**src/rtl/bfm_pkg.sv**
```systemverilog
package bfm_pkg;
  localparam int NSRC     = 4;
  localparam int FLAG_LSB = 8;   // flags occupy bits 11..8
  localparam int EN_LSB   = 0;   // enables occupy bits 3..0
  localparam int USED_MSB = FLAG_LSB + NSRC - 1;

  // Source index; index k maps to flag bit FLAG_LSB+k and enable bit EN_LSB+k
  typedef enum logic [1:0] {
    SRC_PRIV = 2'd0,
    SRC_EXT  = 2'd1,
    SRC_RDP  = 2'd2,
    SRC_WDT  = 2'd3
  } fault_src_e;

  // Sticky flag update: an event always wins over a clear
  function automatic logic [NSRC-1:0] flag_next(input logic [NSRC-1:0] cur,
                                                input logic [NSRC-1:0] evt,
                                                input logic [NSRC-1:0] clr);
    return (cur & ~clr) | evt;
  endfunction

  // Per-source abort qualification
  function automatic logic src_abort(input logic seen, input logic en);
    return seen & en;
  endfunction
endpackage

```
**src/rtl/bfm_detect.sv**
```systemverilog
module bfm_detect
  import bfm_pkg::*;
(
  input  logic            clk,
  input  logic            rst_n,
  input  logic            cyc_active,
  input  logic            cyc_done,
  input  logic            cyc_write,
  input  logic            cyc_super,
  input  logic            rgn_hit,
  input  logic            rgn_wo,
  input  logic            rgn_so,
  input  logic            xfer_err,
  input  logic            wdt_tmo,
  output logic [NSRC-1:0] evt_now,   // flag-set events on this clock
  output logic [NSRC-1:0] cyc_src    // sources seen by the terminating cycle
);
  logic ext_pend_q;
  logic wdt_pend_q;
  logic rdp_hit;
  logic priv_hit;
  logic ext_seen;
  logic wdt_seen;

  // Hold errors that arrive before the termination strobe
  always_ff @(posedge clk or negedge rst_n) begin
    if (!rst_n) begin
      ext_pend_q <= 1'b0;
      wdt_pend_q <= 1'b0;
    end else if (cyc_done) begin
      ext_pend_q <= 1'b0;
      wdt_pend_q <= 1'b0;
    end else if (cyc_active) begin
      if (xfer_err) ext_pend_q <= 1'b1;
      if (wdt_tmo)  wdt_pend_q <= 1'b1;
    end
  end

  always_comb begin
    rdp_hit  = cyc_done & rgn_hit & ~cyc_write & rgn_wo;
    priv_hit = cyc_done & rgn_hit & ~cyc_super & rgn_so;
    ext_seen = cyc_done & (ext_pend_q | xfer_err);
    wdt_seen = cyc_done & (wdt_pend_q | wdt_tmo);
  end

  always_comb begin
    evt_now           = '0;
    evt_now[SRC_PRIV] = priv_hit;
    evt_now[SRC_EXT]  = ext_seen;
    evt_now[SRC_RDP]  = rdp_hit;
    evt_now[SRC_WDT]  = wdt_tmo;
    cyc_src           = evt_now;
    cyc_src[SRC_WDT]  = wdt_seen;
  end
endmodule

```
**src/rtl/bfm_status.sv**
```systemverilog
module bfm_status
  import bfm_pkg::*;
(
  input  logic            clk,
  input  logic            rst_n,
  input  logic            wr_ok,
  input  logic [NSRC-1:0] wr_flag_bits,
  input  logic [NSRC-1:0] wr_en_bits,
  input  logic [NSRC-1:0] evt_now,
  output logic [NSRC-1:0] flags_q,
  output logic [NSRC-1:0] enables_q
);
  logic [NSRC-1:0] clr_mask;

  assign clr_mask = wr_ok ? wr_flag_bits : '0;

  for (genvar k = 0; k < NSRC; k++) begin : g_bit
    logic nxt_flag;
    always_comb begin
      nxt_flag = flag_next(flags_q, evt_now, clr_mask)[k];
    end
    always_ff @(posedge clk or negedge rst_n) begin
      if (!rst_n) begin
        flags_q[k]   <= 1'b0;
        enables_q[k] <= 1'b0;
      end else begin
        flags_q[k] <= nxt_flag;
        if (wr_ok) enables_q[k] <= wr_en_bits[k];
      end
    end
  end
endmodule

```
**src/rtl/bfm_abort.sv**
```systemverilog
module bfm_abort
  import bfm_pkg::*;
(
  input  logic [NSRC-1:0] cyc_src,
  input  logic [NSRC-1:0] enables_q,
  output logic            access_err
);
  logic [NSRC-1:0] per_src;

  for (genvar k = 0; k < NSRC; k++) begin : g_src
    assign per_src[k] = src_abort(cyc_src[k], enables_q[k]);
  end

  assign access_err = |per_src;
endmodule

```
**src/rtl/bus_fault_mon.sv**
```systemverilog
module bus_fault_mon
  import bfm_pkg::*;
#(
  parameter int DATA_W = 32
) (
  input  logic              clk,
  input  logic              rst_n,
  input  logic              cyc_active,
  input  logic              cyc_done,
  input  logic              cyc_write,
  input  logic              cyc_super,
  input  logic              rgn_hit,
  input  logic              rgn_wo,
  input  logic              rgn_so,
  input  logic              xfer_err,
  input  logic              wdt_tmo,
  input  logic              reg_wr,
  input  logic              reg_super,
  input  logic [DATA_W-1:0] reg_wdata,
  output logic [DATA_W-1:0] reg_rdata,
  output logic              access_err
);
  logic [NSRC-1:0] evt_now;
  logic [NSRC-1:0] cyc_src;
  logic [NSRC-1:0] flags_q;
  logic [NSRC-1:0] enables_q;
  logic            wr_ok;
  logic            unused_wdata_bits;

  assign wr_ok             = reg_wr & reg_super;
  assign unused_wdata_bits = ^{reg_wdata[DATA_W-1:USED_MSB+1],
                               reg_wdata[FLAG_LSB-1:EN_LSB+NSRC]};

  bfm_detect u_detect (
    .clk        (clk),
    .rst_n      (rst_n),
    .cyc_active (cyc_active),
    .cyc_done   (cyc_done),
    .cyc_write  (cyc_write),
    .cyc_super  (cyc_super),
    .rgn_hit    (rgn_hit),
    .rgn_wo     (rgn_wo),
    .rgn_so     (rgn_so),
    .xfer_err   (xfer_err),
    .wdt_tmo    (wdt_tmo),
    .evt_now    (evt_now),
    .cyc_src    (cyc_src)
  );

  bfm_status u_status (
    .clk          (clk),
    .rst_n        (rst_n),
    .wr_ok        (wr_ok),
    .wr_flag_bits (reg_wdata[FLAG_LSB +: NSRC]),
    .wr_en_bits   (reg_wdata[EN_LSB +: NSRC]),
    .evt_now      (evt_now),
    .flags_q      (flags_q),
    .enables_q    (enables_q)
  );

  bfm_abort u_abort (
    .cyc_src    (cyc_src),
    .enables_q  (enables_q),
    .access_err (access_err)
  );

  always_comb begin
    reg_rdata                      = '0;
    reg_rdata[FLAG_LSB +: NSRC]    = flags_q;
    reg_rdata[EN_LSB +: NSRC]      = enables_q;
  end
endmodule

```
**config.mk**
```make
export PLATFORM = sky130hd
export DESIGN_NAME = bus_fault_mon
export DESIGN_NICKNAME = d
export VERILOG_FILES = /design/src/rtl/bfm_pkg.sv /design/src/rtl/bfm_detect.sv /design/src/rtl/bfm_status.sv /design/src/rtl/bfm_abort.sv /design/src/rtl/bus_fault_mon.sv
export SDC_FILE = /design/constraint.sdc
export NUM_CORES = 1
export LEC_CHECK = 0
export BUFFER_PORTS_ARGS = -buffer_cell sky130_fd_sc_hd__clkbuf_2
export CORE_AREA = 2 2 46 48
export DETAILED_ROUTE_END_ITERATION = 8
export DIE_AREA = 0 0 48 50
export HOLD_SLACK_MARGIN = 0.03
export PLACE_DENSITY = 0.82
export SYNTH_ARGS = -nofsm -noshare
export SYNTH_HDL_FRONTEND = slang
export SYNTH_SLANG_ARGS = --single-unit
export TNS_END_PERCENT = 10
```
**constraint.sdc**
```tcl
create_clock -name clk -period 1.88 [get_ports clk]
set_input_delay 0.094 -clock clk [delete_from_list [all_inputs] [get_ports clk]]
set_output_delay 0.094 -clock clk [all_outputs]
set_load 0.01 [all_outputs]
```
==> results.yml <==
cts:
  clkLatencyLatePin_ns: 0.26
  cts_resized: 0
  cts_buffer_depth: 2
  tritoncts: "built"
  post_cts_buffers: 0
  numCtsBuffers: 3
  cts_root_buf: "clkbuf_4"
  htree_levels: 1
  cts.sinks: 10
  cts.clk_slew.worst_paths_ns: 0.06
placed_design:
  port_buffers: 29
  placed_cells: 120
  place_area_sq_um: 711.9
  gp_congestion: 0.7353
synthesis:
  synth_compound_area_frac: 0.06587
  synth_seq_cells: 10
  ys.flop_type: "dfrtp_1"
  synth_simple_gate_area_frac: 0.1277
  yosysTopAreaCellShare: 0.3992
  synthMostInstantiatedCell: "buf_4"
  async_flop_share: 1.000
  synth_xor_area_frac: 0
  synthMuxAreaShare: 0.09581
  ys_warn_count: 0
  synth_top_family_by_area: "buffers and inverters"
  yosysTopAreaCell: "dfrtp_1"
  synth_edf_count: 0
  avgSynthCellArea_sq_um: 9.644
  netlist_area_sq_um: 626.9
  synth_adder_area_share: 0
  synth_common_cells: "buf_4, dfrtp_1, nand2_1"
  seq_area_frac_synth: 0.3992
  synthCells: 65
  synth_area_leaders: "dfrtp_1, buf_4, mux2_4"
  synth.distinct_cells: 16
cells_and_area:
  area_growth_pct: 18.76
  design_area_sq_um: 744.5
  nNetsFinal: 144
  regArea_sq_um: 250.2
  drive_gt1_frac: 0.3814
  layout.cells.non_filler: 124
  diodes: 0
  final_core_util: 0.3914
  multi_input_area_sq_um: 271.5
  fillCellCount: 194
sta:
  rsz0062_at_grt: "false"
  drv_slew: 0
  min_period_ns: 1.463
  clock.fmax_mhz: 683.6
  fin_crit_sh: 0.7781
  fin_skew_ns: 0.0002454
  setup_viol_count_final: 0
  hold_violations: 0
  fin_setup_tns_ns: 0
critical_path:
  worst_setup_path_end_kind: "output port"
  crit_type: "register to output port"
  crit_chain: "o21ai_0 -> o22ai_1 -> or2_1 -> clkbuf_2"
  worstPathMaxFanout: 2
  crit_family: "compound AO/OA/AOI/OAI gates"
  required_ns: 1.79
  crit_slowest_cell: "dfrtp_1"
  timing.critical_path.buf_inv: 1
  crit_arrival_ns: 1.37
  cpPeakStageDelay_ns: 0.37
  cp-start-kind: "register"
power:
  power_leakage_nw: 0.4353
  vdd_ir_drop_max_mv: 0.3673
  power_w: 0.0005433
  powerDensity_nw_per_um2: 729.8
outcome:
  status: "finished clean"
route:
  drt_iter0_drc: 26
  postRouteAntennaNets: 0
  viasPerCell: 4.153
  wirelength_met1_um: 447
  drc: 0
  routed_wl_um: 1222
  wl_met2_um: 610
  vias: 515
  dr.max_layer_used: "met4"
  avgRoutedWirePerCell_um: 9.855
  wl_met3_um: 147
  firstDrtPassIters: 4
floorplanning:
  io_pins: 78
  die_h_um: 50
  num_rows: 16
  die_w_um: 48
  core_area_sq_um: 1902
  start_util: 0.3296
  die-area_sq_um: 2400
global_routing:
  grt_max_degree: 11
  grtUsageTotal: 0.1137
  grt_first_pass_wirelength_um: 1925
  grt.overflow.total: 0
  grt_pass1_vias: 451
  antenna_found_initial: 0
run:
  maxCapViolCount: 0
hold_path:
  hold_class: "primary input to register"
-- metrics by stage --
stage / hold slack, ns / setup WS, ns
final: 0.06181 / 0.4171
after global routing: 0.06101 / 0.3394
after CTS: 0.06216 / 0.4049
after detailed placement: -0.02712 / 0.6995
after global placement: -0.03290 / 0.6877
after floorplan: -0.2016 / 0.9121
-- what timing repair did --
action	in CTS	in global routing
hold buffers	1	0
endpoints found under the setup margin	0	0
hold endpoints to repair	10	0
-- layout make-up --
class,instances,area share
Clock buffer,3,0.03025
Inverter,3,0.01513
Multi-Input combinational cell,51,0.3647
Sequential cell,10,0.3361
Tap cell,27,0.04538
Timing Repair Buffer,30,0.2084
-- worst reg2reg max path, cell delays in order (launching register included) --
cell and delay [ns]:
dfrtp_1 0.37, o21ai_0 0.28, nand2_1 0.08
-- sequential cells by signal, summed over array words and instances (netlist names) --
register             count
u_status.enables_q       4
u_detect.wdt_pend_q      1
u_detect.ext_pend_q      1
u_status.flags_q         4
-- report_power, final --
| group | total [W] | internal (W) | switching, W | leakage [nW] |
|---|---|---|---|---|
| sequential | 0.000260 | 0.000241 | 0.0000182 | 0.118 |
| combinational | 0.000143 | 0.0000644 | 0.0000787 | 0.304 |
| clock | 0.000141 | 0.0000737 | 0.0000670 | 0.0138 |
| total | 0.000543 | 0.000379 | 0.000164 | 0.435 |
-- cell families (layout without fill, tap and decap cells) --
logic type,Yosys count,count (layout)
muxes,4,4
buffers and inverters,27,36
DFF,10,10
AOI/OAI and AO/OA,7,7
other,1,24
and+or+nand+nor,16,16
-- routing by layer --
metal / vias up / global-route usage
met5: - / 0
met4: 0 / 0.06757
met3: 2 / 0.02564
met2: 54 / 0.1822
met1: 229 / 0.1307
li1: 230 / -
-- worst paths after layout --
kind	cells after the start	slack (ns)	endpoint	startpoint
setup reg to reg	2	1.02	u_status.flags_q[1]$_DFF_PN0_	u_detect.ext_pend_q$_DFFE_PN0P_
setup / recovery	4	0.42	access_err	u_detect.ext_pend_q$_DFFE_PN0P_
min in group asynchronous	2	0.24	u_status.enables_q[0]$_DFFE_PN0N_	rst_n
hold / removal	2	0.06	u_status.enables_q[2]$_DFFE_PN0N_	reg_wdata[2]
hold reg to reg	2	0.48	u_status.flags_q[1]$_DFF_PN0_	u_status.flags_q[1]$_DFF_PN0_
max in group asynchronous	2	1.44	u_status.flags_q[2]$_DFF_PN0_	rst_n
-- cells in the final DEF, fill, tap and decap left out --
cell and n:
clkbuf_2 29, conb_1 24, dfrtp_1 10, nand2_1 6, nand3_1 4, mux2_4 4, inv_1 3, clkbuf_4 3
nand4b_1 2, o21ai_0 2, a21oi_1 2, nor2_1 2, o211ai_1 1, o22ai_1 1, or2_1 1, a21o_1 1
nand2_2 1, dlygate4sd3_1 1
(Power assumes the default switching activity.)
